--- src/rtl/uwm_pkg.sv ---
package uwm_pkg;
  localparam int WORD_W  = 16;
  localparam int ADDR_W  = 8;
  localparam int FRAME_W = 3 + ADDR_W + WORD_W;
  localparam int CNT_W   = $clog2(FRAME_W + 1);

  typedef enum logic [1:0] {
    OP_READ  = 2'd0,
    OP_WRITE = 2'd1,
    OP_WREN  = 2'd2,
    OP_WRDIS = 2'd3
  } op_t;

  typedef enum logic [3:0] {
    S_IDLE, S_PRE, S_CSUP, S_SKLO, S_SKHI,
    S_TAIL, S_GAP1, S_GAP2, S_PROG, S_DONE
  } state_t;

  localparam logic [2:0] CODE_RD   = 3'b110;
  localparam logic [2:0] CODE_WR   = 3'b101;
  localparam logic [4:0] CODE_EN   = 5'b10011;
  localparam logic [4:0] CODE_DIS  = 5'b10000;
endpackage

--- src/rtl/uwm_divider.sv ---
module uwm_divider #(
  parameter int HALF_CYC = 25
) (
  input  logic clk,
  input  logic rst_n,
  input  logic run,
  output logic tick
);
  localparam int DW = (HALF_CYC > 1) ? $clog2(HALF_CYC) : 1;

  logic [DW-1:0] cnt_q, cnt_d;

  assign tick = run && (cnt_q == DW'(HALF_CYC - 1));

  always_comb begin
    cnt_d = cnt_q;
    if (!run || tick) cnt_d = '0;
    else              cnt_d = cnt_q + 1'b1;
  end

  always_ff @(posedge clk or negedge rst_n) begin
    if (!rst_n) cnt_q <= '0;
    else        cnt_q <= cnt_d;
  end
endmodule

--- src/rtl/uwm_frame.sv ---
module uwm_frame
  import uwm_pkg::*;
(
  input  op_t                 op,
  input  logic [ADDR_W-1:0]   addr,
  input  logic                addr8,
  input  logic [WORD_W-1:0]   wdata,
  output logic [FRAME_W-1:0]  vec,
  output logic [CNT_W-1:0]    out_len,
  output logic [CNT_W-1:0]    tot_len
);
  always_comb begin
    vec     = '0;
    out_len = '0;
    tot_len = '0;
    unique case (op)
      OP_READ: begin
        vec     = addr8 ? {CODE_RD, addr, 16'h0} : {CODE_RD, addr[5:0], 18'h0};
        out_len = addr8 ? CNT_W'(11) : CNT_W'(9);
        tot_len = addr8 ? CNT_W'(27) : CNT_W'(25);
      end
      OP_WRITE: begin
        vec     = addr8 ? {CODE_WR, addr, wdata} : {CODE_WR, addr[5:0], wdata, 2'b00};
        out_len = addr8 ? CNT_W'(27) : CNT_W'(25);
        tot_len = out_len;
      end
      OP_WREN: begin
        vec     = {CODE_EN, 22'h0};
        out_len = CNT_W'(11);
        tot_len = CNT_W'(11);
      end
      default: begin
        vec     = {CODE_DIS, 22'h0};
        out_len = CNT_W'(11);
        tot_len = CNT_W'(11);
      end
    endcase
  end
endmodule

--- src/rtl/uwire_eeprom_master.sv ---
module uwire_eeprom_master
  import uwm_pkg::*;
#(
  parameter int HALF_CYC = 25,
  parameter int PROG_CYC = 500000
) (
  input  logic        clk,
  input  logic        rst_n,
  input  logic        cmd_start,
  input  logic [1:0]  cmd_op,
  input  logic [7:0]  cmd_addr,
  input  logic        cmd_addr8,
  input  logic [15:0] cmd_wdata,
  output logic        busy,
  output logic        done,
  output logic [15:0] rdata,
  output logic        ee_cs,
  output logic        ee_sk,
  output logic        ee_di,
  input  logic        ee_do,
  input  logic        alt_sk_in,
  output logic        alt_lock
);
  localparam int PW = $clog2(PROG_CYC + 1);

  // reset: asynchronous assertion, synchronous release
  logic rst_m, rst_q;
  always_ff @(posedge clk or negedge rst_n) begin
    if (!rst_n) begin
      rst_m <= 1'b0;
      rst_q <= 1'b0;
    end else begin
      rst_m <= 1'b1;
      rst_q <= rst_m;
    end
  end

  state_t               state_q, state_d;
  logic [FRAME_W-1:0]   shreg_q, shreg_d;
  logic [CNT_W-1:0]     bit_q, bit_d;
  logic [CNT_W-1:0]     olen_q, olen_d;
  logic [CNT_W-1:0]     tot_q, tot_d;
  logic                 wr_q, wr_d;
  logic [WORD_W-1:0]    rx_q, rx_d;
  logic [PW-1:0]        prog_q, prog_d;

  logic [FRAME_W-1:0]   f_vec;
  logic [CNT_W-1:0]     f_olen, f_tot;
  logic                 run, tick, sk_int;

  uwm_frame u_frame (
    .op      (op_t'(cmd_op)),
    .addr    (cmd_addr),
    .addr8   (cmd_addr8),
    .wdata   (cmd_wdata),
    .vec     (f_vec),
    .out_len (f_olen),
    .tot_len (f_tot)
  );

  assign run = (state_q inside {S_PRE, S_CSUP, S_SKLO, S_SKHI, S_TAIL, S_GAP1, S_GAP2});

  uwm_divider #(.HALF_CYC(HALF_CYC)) u_div (
    .clk   (clk),
    .rst_n (rst_q),
    .run   (run),
    .tick  (tick)
  );

  always_comb begin
    state_d = state_q;
    shreg_d = shreg_q;
    bit_d   = bit_q;
    olen_d  = olen_q;
    tot_d   = tot_q;
    wr_d    = wr_q;
    rx_d    = rx_q;
    prog_d  = prog_q;
    unique case (state_q)
      S_IDLE: if (cmd_start) begin
        state_d = S_PRE;
        shreg_d = f_vec;
        olen_d  = f_olen;
        tot_d   = f_tot;
        wr_d    = (op_t'(cmd_op) == OP_WRITE);
        bit_d   = '0;
      end
      S_PRE:  if (tick) state_d = S_CSUP;
      S_CSUP: if (tick) state_d = S_SKLO;
      S_SKLO: if (tick) begin
        state_d = S_SKHI;
        if (bit_q >= olen_q) rx_d = {rx_q[WORD_W-2:0], ee_do};
      end
      S_SKHI: if (tick) begin
        bit_d   = bit_q + 1'b1;
        shreg_d = {shreg_q[FRAME_W-2:0], 1'b0};
        state_d = (bit_q == tot_q - 1'b1) ? S_TAIL : S_SKLO;
      end
      S_TAIL: if (tick) state_d = S_GAP1;
      S_GAP1: if (tick) state_d = S_GAP2;
      S_GAP2: if (tick) begin
        prog_d  = '0;
        state_d = wr_q ? S_PROG : S_DONE;
      end
      S_PROG: begin
        prog_d = prog_q + 1'b1;
        if (prog_q == PW'(PROG_CYC - 1)) state_d = S_DONE;
      end
      default: state_d = S_IDLE;
    endcase
  end

  always_ff @(posedge clk or negedge rst_q) begin
    if (!rst_q) begin
      state_q <= S_IDLE;
      shreg_q <= '0;
      bit_q   <= '0;
      olen_q  <= '0;
      tot_q   <= '0;
      wr_q    <= 1'b0;
      rx_q    <= '0;
      prog_q  <= '0;
    end else begin
      state_q <= state_d;
      shreg_q <= shreg_d;
      bit_q   <= bit_d;
      olen_q  <= olen_d;
      tot_q   <= tot_d;
      wr_q    <= wr_d;
      rx_q    <= rx_d;
      prog_q  <= prog_d;
    end
  end

  assign busy     = (state_q != S_IDLE);
  assign done     = (state_q == S_DONE);
  assign rdata    = rx_q;
  assign ee_cs    = (state_q inside {S_CSUP, S_SKLO, S_SKHI, S_TAIL});
  assign sk_int   = (state_q == S_SKHI);
  assign ee_di    = (state_q inside {S_SKLO, S_SKHI}) && (bit_q < olen_q) && shreg_q[FRAME_W-1];
  assign ee_sk    = busy ? sk_int : alt_sk_in;
  assign alt_lock = busy;

  AST_CS_AFTER_PREP: assert property (@(posedge clk) disable iff (!rst_q)
    $rose(ee_cs) |-> $past(busy)) else $error("cs rose without prep phase");
  AST_DI_QUIET: assert property (@(posedge clk) disable iff (!rst_q)
    !ee_cs |-> !ee_di) else $error("data active without select");
  AST_DI_HELD: assert property (@(posedge clk) disable iff (!rst_q)
    (sk_int && $past(sk_int)) |-> $stable(ee_di)) else $error("data moved in high phase");
  AST_CS_GAP: assert property (@(posedge clk) disable iff (!rst_q)
    $fell(ee_cs) |=> (!ee_cs && busy)) else $error("no select gap");
  AST_DONE_PULSE: assert property (@(posedge clk) disable iff (!rst_q)
    done |=> !done) else $error("done longer than one cycle");
  AST_BUSY_ENDS_DONE: assert property (@(posedge clk) disable iff (!rst_q)
    $fell(busy) |-> $past(done)) else $error("busy fell without done");
  AST_NO_RESTART: assert property (@(posedge clk) disable iff (!rst_q)
    (busy && !done) |=> busy) else $error("busy dropped mid command");
endmodule

--- config.mk ---
export PLATFORM = sky130hd
export DESIGN_NAME = uwire_eeprom_master
export DESIGN_NICKNAME = d
export VERILOG_FILES = /design/src/rtl/uwm_pkg.sv /design/src/rtl/uwm_divider.sv /design/src/rtl/uwm_frame.sv /design/src/rtl/uwire_eeprom_master.sv
export SDC_FILE = /design/constraint.sdc
export NUM_CORES = 1
export LEC_CHECK = 0
export BUFFER_PORTS_ARGS = -buffer_cell sky130_fd_sc_hd__buf_2
export CAP_MARGIN = 20
export CORE_ASPECT_RATIO = 1.4
export CORE_MARGIN = 1
export CORE_UTILIZATION = 29
export DETAILED_ROUTE_END_ITERATION = 10
export PLACE_DENSITY = 0.48
export SLEW_MARGIN = 20
export SYNTH_ARGS = -nofsm -noshare
export SYNTH_HDL_FRONTEND = slang
export SYNTH_SLANG_ARGS = --single-unit
--- constraint.sdc ---
create_clock -name clk -period 2.3 [get_ports clk]
set_input_delay 0.345 -clock clk [delete_from_list [all_inputs] [get_ports clk]]
set_output_delay 0.345 -clock clk [all_outputs]
set_load 0.01 [all_outputs]
## After elaboration in Yosys (flattened, before gate mapping)

Cells that the tools add are included.

| storage, ports and cells | value |
|---|---|
| bits in latches | 0 |
| output and inout port bits | 22 |
| memories | 0 |
| bits of input ports | 32 |
| register bits | 89 |
| memory bits (read-only) | 0 |
| RAM bits | 0 |

| cells by class | value |
|---|---|
| equal/unequal tests | 23 |
| shift-type cells | 0 |
| bitwise operators | 0 |
| reductions and logical operators | 19 |
| multiplexer cells | 29 |
| multiply operators | 0 |
| magnitude comparators | 2 |
| divide/modulo/power cells | 0 |
| add/sub/neg operators | 4 |

Operator list:

| cell | number |
|---|---|
| 27-bit case mux with 3 select lines | 1 |
| 27-bit 2-to-1 mux | 2 |
| 27-bit case mux with 2 select lines | 1 |
| 24-bit 2-to-1 mux | 2 |
| 19-bit case mux with 2 select lines | 1 |
| 4-bit 2-to-1 mux | 9 |
| 4-bit case mux with 9 select lines | 1 |
| 5-bit 2-to-1 mux | 4 |
| 5-bit case mux with 2 select lines | 2 |
| 19-bit by 1-bit adder with 19-bit output (second input constant) | 1 |
| 19-bit equality test (second input constant) | 1 |
| 19-bit 2-to-1 mux | 1 |
| 4-bit by 3-bit equality test with 1-bit output (second input constant) | 4 |
| 2-bit by 1-bit inequality test with 1-bit output (second input constant) | 7 |
| 5-bit by 1-bit adder with 5-bit output (second input constant) | 2 |
| 9-bit AND reduction | 1 |
| 4-bit by 2-bit equality test with 1-bit output (second input constant) | 2 |
| 4-bit equality test (second input constant) | 2 |
| 4-bit nonzero test | 2 |
| 7-bit nonzero test | 1 |
| 3-bit AND reduction | 2 |
| 2-bit nonzero test | 3 |
| 5-bit equality test | 1 |
| 5-bit equality test (second input constant) | 1 |
| 17 further kinds | 23 |

## Longest topological paths before layout

Gate-level depths: netlist (run 1).

| logic depth | value |
|---|---|
| depth after elaboration | 5 |
| mapped depth | 9 |

## Cells and area by module

From an unflattened synthesis (run 1), not the netlist that was laid out.

| unflattened totals | value |
|---|---|
| cells, all modules | 496 |
| area, all modules | 4,878.4 um2 |

By module, submodules not included:

| module | cells an instance | times used | area an instance (um2) |
|---|---|---|---|
| uwire_eeprom_master | 404 | 1 | 4,097.7 |
| uwm_frame | 69 | 1 | 495.5 |
| uwm_divider | 23 | 1 | 285.3 |

## Least setup slack after synthesis (run 1)

No wires, ideal clock.

| timing | value |
|---|---|
| path kind | reg2reg |
| start point | register u_div.cnt_q[0] |
| end point | register rx_q[10], in the netlist rdata[10] |
| library setup time | 0.125 ns |
| setup slack | 0.181 ns |
| required time | 2.175 ns |
| buffers on the path | 1 |
| arrival time | 1.994 ns |
| period minus slack after synthesis | 2.119 ns |
| cell stages (with the launch flop) | 8 |
| path through | dfrtp_1 -> inv_1 -> ha_1 -> nand4b_4 -> or3_4 -> nor4_4 -> buf_8 -> mux2_4 |

| on the way | value |
|---|---|
| cells in the longest elaborated chain, start to end | 3 |

Ends and longest elaborated chain:

| what | line | text |
|---|---|---|
| from (decl) | uwm_divider.sv:11 | `logic [DW-1:0] cnt_q, cnt_d;` |
| from (signal assigned) | uwm_divider.sv:23 | `else cnt_q <= cnt_d;` |
| 5-bit equality test | uwm_divider.sv:13 | `assign tick = run && (cnt_q == DW'(HALF_CYC - 1));` |
| 1-bit logical AND | uwm_divider.sv:13 |  |
| 3-bit AND reduction (no line) | - |  |
| to (signal assigned) | uwire_eeprom_master.sv:130 | `rx_q <= rx_d;` |
| to (decl) | uwire_eeprom_master.sv:44 | `logic [WORD_W-1:0] rx_q, rx_d;` |

No other way between the ends.
A chain may end at the register's enable or synchronous reset.

## Worst setup path after layout (run 1)

| timing | value |
|---|---|
| start point | register state_q[1] |
| end point | output ee_sk |

| on the way | value |
|---|---|
| cells in the longest elaborated chain, start to end | 2 |

Ends and longest elaborated chain:

| what | line | text |
|---|---|---|
| from (decl) | uwire_eeprom_master.sv:38 | `state_t state_q, state_d;` |
| from (signal assigned) | uwire_eeprom_master.sv:124 | `state_q <= state_d;` |
| 4-bit by 3-bit equality test with 1-bit output / 4-bit nonzero test (equally long branches) | uwire_eeprom_master.sv:139, uwire_eeprom_master.sv:135 |  |
| 1-bit 2-to-1 mux (*) | uwire_eeprom_master.sv:141 | `assign ee_sk = busy ? sk_int : alt_sk_in;` |
| to (decl) | uwire_eeprom_master.sv:18 | `output logic ee_sk,` |

Mark *: on every way between the ends. The rest lies on a longest branch, timed or not.

==> results of run 1 <==
registers in the layout, summed over array words and instances, names as in the netlist:
signal / count
rst_m: 1
prog_q: 19
state_q: 4
bit_q: 5
u_div.cnt_q: 5
rdata: 16
olen_q: 3
rst_q: 1
shreg_q: 27
tot_q: 1
cells in the final DEF (no fill, tap or decap), types with 3 or more instances in the layout:
| cell type | netlist | routed |
|---|---|---|
| a211oi_1 | 4 | 4 |
| a21oi_1 | 43 | 43 |
| a21oi_2 | 3 | 3 |
| a22oi_1 | 14 | 14 |
| a31oi_1 | 4 | 4 |
| and3_1 | 3 | 3 |
| buf_12 | 0 | 4 |
| buf_2 | 4 | 53 |
| buf_4 | 6 | 18 |
| clkbuf_16 | 0 | 9 |
| clkinvlp_4 | 0 | 3 |
| dfrtp_1 | 82 | 81 |
| ha_1 | 11 | 11 |
| inv_1 | 15 | 14 |
| mux2_2 | 20 | 20 |
| mux2_4 | 10 | 10 |
| mux2i_1 | 9 | 9 |
| nand2_1 | 24 | 24 |
| nand3_1 | 14 | 14 |
| nand4_1 | 10 | 10 |
| nor2_1 | 46 | 46 |
| nor2b_1 | 4 | 4 |
| nor3_1 | 10 | 8 |
| nor3_2 | 2 | 4 |
| nor4_1 | 5 | 5 |
| o21ai_0 | 14 | 14 |
| o21ai_1 | 16 | 16 |
| or3_1 | 3 | 3 |
| xnor2_1 | 5 | 5 |
| xor2_1 | 6 | 6 |
power breakdown:
part / switching, mW / internal (mW)
logic: 0.880 / 0.680
registers: 0.252 / 1.79
clock network: 0.603 / 0.953
total: 1.74 / 3.43
routing by layer:
layer  track usage, %  vias to the layer above  routed length [um]
met2            23.60                       72                5023
met3            2.542                       10                 314
met1            18.03                     1683                4839
met4            5.685                        0                 181
met5                0                        -                   0
li1                 -                     1703                   -
final timing paths:
path                                          start                    end  slack, ns  cells past startpoint
max                          state_q[1]$_DFFE_PN0P_                  ee_sk       0.13                      4
min in group clk                              ee_do   rdata[0]$_DFFE_PN0P_       0.23                      2
max reg2reg                u_div.cnt_q[0]$_DFF_PN0_  prog_q[2]$_DFFE_PN0P_       0.18                      7
max in group asynchronous           rst_q$_DFF_PN0_  rdata[10]$_DFFE_PN0P_       1.44                      1
min                                 rst_q$_DFF_PN0_  prog_q[1]$_DFFE_PN0P_       0.23                      0
min reg2reg                         rst_q$_DFF_PN0_  prog_q[1]$_DFFE_PN0P_       0.23                      0
cell type report:
cell class                 count  area [um2]
multi-input combinational    316        2198
tap                          192       240.2
clock buffer                  10       229.0
clock inverter                 6       91.34
fill                        1572        9625
sequential                    82        2056
timing repair buffer          76       490.5
inverter                      15       56.30
through the flow:
stage               hold WS (ns)  utilization, %  std cells  power (mW)  instance area (um2)
floorplan                0.04941               -        440       3.162                 4439
global placement          0.1328           33.41        679       3.584                 5007
detailed placement        0.1329           33.45        679       3.623                 5014
CTS                       0.2220           35.74        697       5.232                 5356
global route              0.2225           35.77        697       5.535                 5361
finish                    0.2311           35.77        697       5.163                 5361
cells by family (layout without fill, tap and decap cells):
logic type	count (synthesis)	after routing	synth area share, %
simple gates	140	140	17.65
mux	39	39	10.49
buf+inv	42	107	4.764
compound gates	114	114	15.51
fa+ha+maj	11	11	3.101
xor+xnor	11	11	2.171
flops	82	82	46.24
other cells	1	1	0.08450
worst max-delay path, stage by stage, from the launching register on:
cell	delay, ns
dfrtp_1	0.42
buf_4	0.18
or4b_1	0.63
nand2_1	0.12
buf_2	0.13
repair_timing:
action,in CTS,in global routing
endpoints found under the setup margin,1,17
resized for setup,1,2
pin swaps,1,2
hold endpoints to repair,2,0
hold buffers,1,0
setup buffers,1,0
==> summary.txt, run 1 <==
CTS
  – CTS root buffer: clkbuf_16
  – CTS tree: done
  – Clock Path Buffers: 2
  – H-tree levels: 3
  – Num CTS Buffers: 9
  – Worst skew pair latency: 0.34 ns
  – Sink Count: between 80 and 90
  – Worst-path clk slew: roughly 0.06 ns

GRT
  – Largest net degree at the start of global routing: 38
  – Total Routing Usage GR: around 14%
  – First-pass GRT wire length: 17730 um
  – Global route overflow: 0
  – Number of global-route vias before repair: roughly 3600
  – Initial antenna violation count: 0

Synthesis
  – Area of the mapped netlist: between 4000 and 5000 um2
  – YS warnings: 0
  – Top-area cell type share of the netlist area: 46.24%
  – Post-synth ARST share: 100.0%
  – Top post-synthesis cells by area: dfrtp_1, mux2_2, a21oi_1, nor2_1, mux2_4
  – #FFs+latches synth: 82
  – Synthesized instance count: 440
  – Register area share after synthesis: between 40% and 50%
  – Distinct cells, synth: 59
  – Syn Nets: 483
  – Synth top cells by count: dfrtp_1, nor2_1, a21oi_1
  – Post-synth EDFFs: 0
  – Mean Syn Cell Area: 10.09 um2
  – Ys flop type: dfrtp_1
  – Synth area leader: dfrtp_1
  – Most frequent cell after synthesis: dfrtp_1

Run status
  – Status: complete, no violations

Min path
  – Hold crit path type: flop to async pin

Routing
  – TritonRoute pass-1 iters: 4
  – DR vias/cell: 4.976
  – Via count: 3468
  – DRC errors left: 0
  – Post-route ant nets: 0
  – Drt first-iter violations: approximately 120
  – WL final: 10360 um
  – Drt wl/cell: 14.86 um

Floorplanning
  – Row cnt: 53
  – # IOs: 54
  – Die Footprint: 15810 um2
  – Vertical die dimension: 148.4 um
  – Die width: around 110 um
  – Initial Util: 29.61%
  – Core Area: 14990 um2

Cells and area
  – Nets@finish: 543
  – Share of post-route cells with drive strength above 1: 27.33%
  – P&R area growth vs syn: 20.81%
  – Antenna fix cells: 0

Flow run
  – Max Cap Violations: 0

Placement
  – IO Port Bufs: 53
  – Detail Placement HPWL: 7419 um
  – Gpl congestion: 0.7972
  – Setup WS pre-CTS: 0.07230 ns

Critical path
  – Kind of critical path: flop to primary output
  – Critical path required time: between 1.5 and 2 ns
  – Crit start category: flop
  – CP endpoint kind: primary output
  – Critical-path maximum fanout: 7
  – Crit path arrival time: 1.83 ns

STA
  – Final TNS setup: 0 ns
  – Worst Max-Slew Pin Slew: 0.7740 ns
  – Final-report setup violation count: 0
  – Clock Skews: between 0.007 and 0.008 ns
  – Fin. max-slew vios: 0
  – Fmax: 460.8 MHz
  – Relative slew slack: 48.35%
  – Period utilization: 94.35%
  – Hold Vio Cnt, Final: 0
  – RSZ-0062 raised after global routing: false
  – Final critical-path setup slack: 0.1299 ns
  – Fin crit period: 2.170 ns

Power and ir drop
  – Cell leakage power: 2.393 nW
  – Pwr Density: roughly 960 nW/um2
  – Worst vdd ir: 499.1 uV
Power figures use the tool's default switching activity.
==> run 2, diff against run 1 <==
--- a/config.mk
+++ b/config.mk
@@ -11,6 +11,8 @@
 export CORE_MARGIN = 1
 export CORE_UTILIZATION = 29
 export DETAILED_ROUTE_END_ITERATION = 10
+export HOLD_SLACK_MARGIN = 0.1
+export MAX_ROUTING_LAYER = met4
 export PLACE_DENSITY = 0.48
 export SLEW_MARGIN = 20
 export SYNTH_ARGS = -nofsm -noshare
==> run 2 against run 1 <==
Against the previous run:
- die area unchanged
- cell area unchanged
- core utilization unchanged
- global-route usage increased by 0.41 points
- sequential share of layout area unchanged
- clock power about the same
- power about the same
- first-iteration DRC count increased by 44%
- combinational power about the same
- fmax about the same
==> summary.txt, run 2 (synthesis gave the netlist of run 1 again) <==
Run status
  – Status: complete, no violations (unchanged)

STA
  – RSZ-0062 raised after global routing: false (unchanged)
  – Hold Vio Cnt, Final: 0 (unchanged)
  – Fin crit period: 2.170 ns (about the same)
  – Fin. max-slew vios: 0 (unchanged)
  – Period utilization: 94.36% (was 94.35%)
  – Final TNS setup: 0 ns (unchanged)
  – Clock Skews: 0.007684 ns (was 0.007448 ns)
  – Fmax: 460.8 MHz (about the same)
  – Final-report setup violation count: 0 (unchanged)
  – Relative slew slack: 48.02% (was 48.35%)
  – Worst Max-Slew Pin Slew: 0.7788 ns (was 0.7740 ns)

Cells and area
  – Fillers: 1572 (unchanged)
  – Most flops, register: shreg_q (unchanged)
  – Antenna fix cells: 0 (unchanged)
  – P&R area growth vs syn: 20.81% (unchanged)
  – Commonest non-fill, non-tap cell in the layout: dfrtp_1 (unchanged)
  – Nets@finish: 543 (unchanged)
  – Share of post-route cells with drive strength above 1: 27.33% (unchanged)
  – Finished Core Util: 35.77% (unchanged)
  – Design area: 5361 um2 (unchanged)
  – Multi-input logic area: 2198 um2 (unchanged)
  – Largest register FFs: 27 (unchanged)
  – Seq. cell area: 2056 um2 (unchanged)
  – Most frequent cells in the layout: dfrtp_1, buf_2, nor2_1 (unchanged)

Floorplanning
  – Core Area: 14990 um2 (unchanged)
  – # IOs: 54 (unchanged)
  – Die width: 106.6 um (unchanged)
  – Vertical die dimension: 148.4 um (unchanged)
  – Initial Util: 29.61% (unchanged)
  – Row cnt: 53 (unchanged)
  – Die Footprint: 15810 um2 (unchanged)

GRT
  – M2 GR Usage: 23.67% (was 23.60%)
  – Largest net degree at the start of global routing: 38 (unchanged)
  – Global Route met3 Usage: 2.410% (was 2.542%)
  – Global route overflow: 0 (unchanged)
  – Initial antenna violation count: 0 (unchanged)
  – First-pass GRT wire length: 17710 um (was 17730 um)
  – GR peak layer: met2 (unchanged)
  – Total Routing Usage GR: 14.55% (was 14.14%)
  – Number of global-route vias before repair: 3586 (was 3568)
  – Met1 usage: 18.03% (unchanged)

Routing
  – WL final: 10320 um (was 10360 um)
  – Drt wl/cell: 14.80 um (was 14.86 um)
  – Via count: 3493 (was 3468)
  – Post-route ant nets: 0 (unchanged)
  – TritonRoute pass-1 iters: 4 (unchanged)
  – DR vias/cell: 5.011 (was 4.976)
  – Drt first-iter violations: 171 (was 119)
  – DRC errors left: 0 (unchanged)

CTS
  – CTS root buffer: clkbuf_16 (unchanged)
  – Clock Path Buffers: 2 (unchanged)
  – CTS tree: done (unchanged)
  – Num CTS Buffers: 9 (unchanged)
  – H-tree levels: 3 (unchanged)
  – Sink Count: 82 (unchanged)
  – Worst skew pair latency: 0.34 ns (about the same)
  – Worst-path clk slew: 0.06 ns (about the same)

Placement
  – Detail Placement HPWL: 7419 um (unchanged)
  – Dpl cell area: 5014 um2 (unchanged)
  – Gpl congestion: 0.8086 (was 0.7972)
  – IO Port Bufs: 53 (unchanged)

Critical path
  – Critical path required time: 1.96 ns (about the same)
  – Kind of critical path: flop to primary output (unchanged)
  – Max incr delay on CP: 0.63 ns (about the same)
  – Crit path arrival time: 1.83 ns (about the same)
  – Cell Chain, Critical Path: buf_4 -> or4b_1 -> nand2_1 -> buf_2 (unchanged)
  – Crit start category: flop (unchanged)
  – CP top delay family: simple AND/OR/NAND/NOR gates (unchanged)
  – Slowest-stage cell, CP: or4b_1 (unchanged)
  – Critical-path maximum fanout: 7 (unchanged)
  – Crit path buffers/inverters: 2 (unchanged)
  – CP endpoint kind: primary output (unchanged)

Power and ir drop
  – Clk pwr share: 30.1% (about the same)
  – Logic pwr share: 30.2% (about the same)
  – Pint: 3.427 mW (about the same)
  – Sw Ratio: 33.58% (was 33.62%)
  – Reg power frac: 39.6% (about the same)
  – Total power: 5.159 mW (was 5.163 mW)
  – Cell leakage power: 2.393 nW (unchanged)
  – Psw: 1.732 mW (was 1.736 mW)
  – Worst vdd ir: 498.7 uV (was 499.1 uV)
  – Pwr Density: 962.3 nW/um2 (was 962.9 nW/um2)

Flow run
  – Max Cap Violations: 0 (unchanged)

Min path
  – Hold crit path type: flop to async pin (unchanged)
run 2: cell counts in the layout (fill, tap and decap cells not counted):
No cell type changed its count.
run 2: worst reg2reg max path: stages, from the launching register on:
cell and delay, ns:
dfrtp_1 0.41, inv_1 0.07, ha_1 0.21, nand4b_4 0.15
or4b_1 0.65, and2_4 0.28, o21ai_1 0.15, o21ai_1 0.08
run 2: cell type report:
| type | instances | area share (%) |
|---|---|---|
| clock buffers | 10 | 4.271 |
| clock inverters | 6 | 1.704 |
| flip-flops and latches | 82 | 38.34 |
| inverters | 15 | 1.050 |
| multi-input cells | 316 | 41.00 |
| repair buffers | 76 | 9.148 |
| well taps | 192 | 4.481 |
run 2: power groups by stage:
stage	registers [mW]	logic, mW	clock network [mW]
floorplan	2.02	1.15	0
global placement	2.06	1.52	0
detailed placement	2.07	1.55	0
CTS	2.05	1.58	1.60
global route	2.09	1.78	1.67
finish	2.04	1.56	1.56
run 2: final timing paths:
check                                    startpoint                    end  slack (ns)  cells past startpoint
hold / removal                      rst_q$_DFF_PN0_  prog_q[1]$_DFFE_PN0P_        0.23                      0
min in group clk                              ee_do   rdata[0]$_DFFE_PN0P_        0.23                      2
setup / recovery             state_q[1]$_DFFE_PN0P_                  ee_sk        0.13                      4
setup reg to reg           u_div.cnt_q[0]$_DFF_PN0_  prog_q[2]$_DFFE_PN0P_        0.18                      7
hold reg to reg                     rst_q$_DFF_PN0_  prog_q[1]$_DFFE_PN0P_        0.23                      0
max in group asynchronous           rst_q$_DFF_PN0_  rdata[10]$_DFFE_PN0P_        1.44                      1
run 2: what timing repair did:
action | CTS | global route
endpoints found under the setup margin | 1 | 17
hold endpoints to repair | 2 | 0
hold buffers | 1 | 0
pin swaps | 1 | 2
setup buffers | 1 | 0
resized for setup | 1 | 2
run 2: metal layers:
layer	routed length [um]	vias to the layer above
li1	-	1704
met2	5065	72
met4	167	0
met1	4801	1707
met3	283	10
met5	0	-
run 2: stage by stage:
stage	instances	hold WS, ns	setup slack [ns]
global placement	679	0.1328	0.09204
global route	697	0.2224	0.01162
floorplan	440	0.04941	0.1807
detailed placement	679	0.1329	0.07230
CTS	697	0.2220	0.01678
finish	697	0.2318	0.1297
==> run 3, diff against run 2 <==
--- a/config.mk
+++ b/config.mk
@@ -14,6 +14,7 @@
 export HOLD_SLACK_MARGIN = 0.1
 export MAX_ROUTING_LAYER = met4
 export PLACE_DENSITY = 0.48
+export RECOVER_POWER = 100
 export SLEW_MARGIN = 20
 export SYNTH_ARGS = -nofsm -noshare
 export SYNTH_HDL_FRONTEND = slang
==> run 3 against run 2 <==
Against the previous run:
- hold slack barely moved
- core utilization fell by 0.64 points
- non-clock buffer count did not move
- power fell by 0.38%
- count of clock-buffer cells in the layout did not move
- critical endpoint unchanged
- via count rose by 0.20%
- global-route usage did not move
- die area did not move
- setup slack got worse by 0.026 ns
- sequential power barely moved
==> summary.txt, run 3 (synthesis gave the netlist of run 1 again) <==
STA
  – Final critical-path setup slack: 0.1038 ns (was 0.1297 ns)
  – Relative slew slack: 35.11% (was 48.02%)
  – Clock Skews: 0.007895 ns (was 0.007684 ns)
  – Final-report setup violation count: 0 (unchanged)
  – RSZ-0062 raised after global routing: false (unchanged)
  – Hold Vio Cnt, Final: 0 (unchanged)
  – Fin crit period: 2.196 ns (was 2.170 ns)
  – Period utilization: 95.49% (was 94.36%)
  – Final TNS setup: 0 ns (unchanged)
  – Worst Max-Slew Pin Slew: 0.9733 ns (was 0.7788 ns)
  – Fin. max-slew vios: 0 (unchanged)
  – Fmax: 455.3 MHz (was 460.8 MHz)

GRT
  – Total Routing Usage GR: 14.55% (unchanged)
  – Number of global-route vias before repair: 3586 (unchanged)
  – Global route overflow: 0 (unchanged)
  – Initial antenna violation count: 0 (unchanged)
  – Global Route met3 Usage: 2.410% (unchanged)
  – First-pass GRT wire length: 17710 um (unchanged)
  – M2 GR Usage: 23.67% (unchanged)
  – GR peak layer: met2 (unchanged)
  – Met1 usage: 18.03% (unchanged)
  – Largest net degree at the start of global routing: 38 (unchanged)

Cells and area
  – Antenna fix cells: 0 (unchanged)
  – Design area: 5265 um2 (was 5361 um2)
  – Nets@finish: 543 (unchanged)
  – Most frequent cells in the layout: dfrtp_1, nor2_1, a21oi_1 (was dfrtp_1, buf_2, nor2_1)
  – Post-route insts no fill: 697 (unchanged)
  – Most flops, register: shreg_q (unchanged)
  – Commonest non-fill, non-tap cell in the layout: dfrtp_1 (unchanged)
  – Largest register FFs: 27 (unchanged)
  – P&R area growth vs syn: 18.64% (was 20.81%)
  – Share of post-route cells with drive strength above 1: 20.99% (was 27.33%)

Floorplanning
  – Core Area: 14990 um2 (unchanged)
  – Vertical die dimension: 148.4 um (unchanged)
  – Row cnt: 53 (unchanged)
  – Initial Util: 29.61% (unchanged)
  – # IOs: 54 (unchanged)
  – Die width: 106.6 um (unchanged)
  – Die Footprint: 15810 um2 (unchanged)

Placement
  – Setup WS pre-CTS: 0.07230 ns (unchanged)
  – IO Port Bufs: 53 (unchanged)
  – Dpl cell area: 5014 um2 (unchanged)
  – Detail Placement HPWL: 7419 um (unchanged)
  – Gpl congestion: 0.8086 (unchanged)
  – Inst Count DP: 679 (unchanged)

Critical path
  – Crit path arrival time: 1.85 ns (was 1.83 ns)
  – Crit start category: flop (unchanged)
  – Slowest-stage cell, CP: or4b_1 (unchanged)
  – CP endpoint kind: primary output (unchanged)
  – Kind of critical path: flop to primary output (unchanged)
  – Max incr delay on CP: 0.63 ns (about the same)
  – Critical path required time: 1.96 ns (about the same)
  – Critical-path maximum fanout: 7 (unchanged)
  – Cell Chain, Critical Path: buf_4 -> or4b_1 -> nand2_1 -> clkbuf_1 (was buf_4 -> or4b_1 -> nand2_1 -> buf_2)

Min path
  – Hold crit path type: primary input to flop (was flop to async pin)

Routing
  – Post-route ant nets: 0 (unchanged)
  – WL final: 10320 um (about the same)
  – TritonRoute pass-1 iters: 4 (unchanged)
  – DRC errors left: 0 (unchanged)
  – Via count: 3500 (was 3493)
  – Drt wl/cell: 14.81 um (was 14.80 um)
  – Drt first-iter violations: 164 (was 171)
  – DR vias/cell: 5.022 (was 5.011)

CTS
  – H-tree levels: 3 (unchanged)
  – Clock Path Buffers: 2 (unchanged)
  – CTS tree: done (unchanged)
  – Sink Count: 82 (unchanged)
  – Num CTS Buffers: 9 (unchanged)
  – Worst skew pair latency: 0.34 ns (about the same)
  – Worst-path clk slew: 0.07 ns (was 0.06 ns)
  – CTS root buffer: clkbuf_16 (unchanged)

Power and ir drop
  – Total power: 5.139 mW (was 5.159 mW)
  – Cell leakage power: 2.296 nW (was 2.393 nW)
  – Pwr Density: 976.1 nW/um2 (was 962.3 nW/um2)
  – Worst vdd ir: 498.8 uV (was 498.7 uV)

Flow run
  – Max Cap Violations: 0 (unchanged)

Run status
  – Status: complete, no violations (unchanged)
## run 3: cell count changes in the layout (fill, tap and decap cells not counted), sizes merged
cell / before / now
clkbuf: 10 / 35
buf: 75 / 50
## run 3: timing repair
| item | in CTS | in global routing |
|---|---|---|
| gates resized for setup | 1 | 2 |
| endpoints found under the hold margin | 2 | 0 |
| endpoints found under the setup margin | 1 | 17 |
| pin swaps | 1 | 2 |
| buffers inserted | 1 | 0 |
| hold buffers | 1 | 0 |
## run 3: cell type report
type | instances | area, um2
clock buffer | 10 | 229.0
multi-input combinational | 316 | 2160
fill | 1596 | 9722
sequential | 82 | 2052
timing repair buffer | 76 | 436.7
inverter | 15 | 56.30
clock inverter | 6 | 91.34
tap | 192 | 240.2
## run 3: metrics by stage
stage,hold WS [ns],utilization (%)
global route,0.2224,35.13
CTS,0.2220,35.74
finish,0.2317,35.13
global placement,0.1328,33.41
floorplan,0.04941,-
detailed placement,0.1329,33.45
## run 3: final timing paths
path	slack, ns	end	startpoint	cells past startpoint
hold reg to reg	0.36	rst_q$_DFF_PN0_	rst_m$_DFF_PN0_	0
hold / removal	0.23	rdata[0]$_DFFE_PN0P_	ee_do	2
max in group asynchronous	0.41	shreg_q[16]$_DFFE_PN0P_	rst_q$_DFF_PN0_	1
setup reg to reg	0.14	prog_q[4]$_DFFE_PN0P_	u_div.cnt_q[0]$_DFF_PN0_	7
min in group asynchronous	0.31	rst_m$_DFF_PN0_	rst_n	2
setup / recovery	0.10	ee_sk	state_q[1]$_DFFE_PN0P_	4
## run 3: power breakdown
| part | total (mW) | internal (mW) | switching [mW] |
|---|---|---|---|
| Sequential | 2.04 | 1.79 | 0.250 |
| Combinational | 1.54 | 0.662 | 0.876 |
| Clock | 1.56 | 0.953 | 0.605 |
| Total | 5.14 | 3.41 | 1.73 |
## run 3: critical path: cells and delay by family, from the launching register on
kind / cells / cell delay, ns
flip-flops: 1 / 0.42
buffers and inverters: 2 / 0.34
AND/OR/NAND/NOR: 2 / 0.76
## run 3: metal layers
| layer | vias up | wire length, um |
|---|---|---|
| met5 | - | 0 |
| met4 | 0 | 158 |
| met3 | 8 | 284 |
| met2 | 70 | 5108 |
| met1 | 1715 | 4771 |
| li1 | 1707 | - |
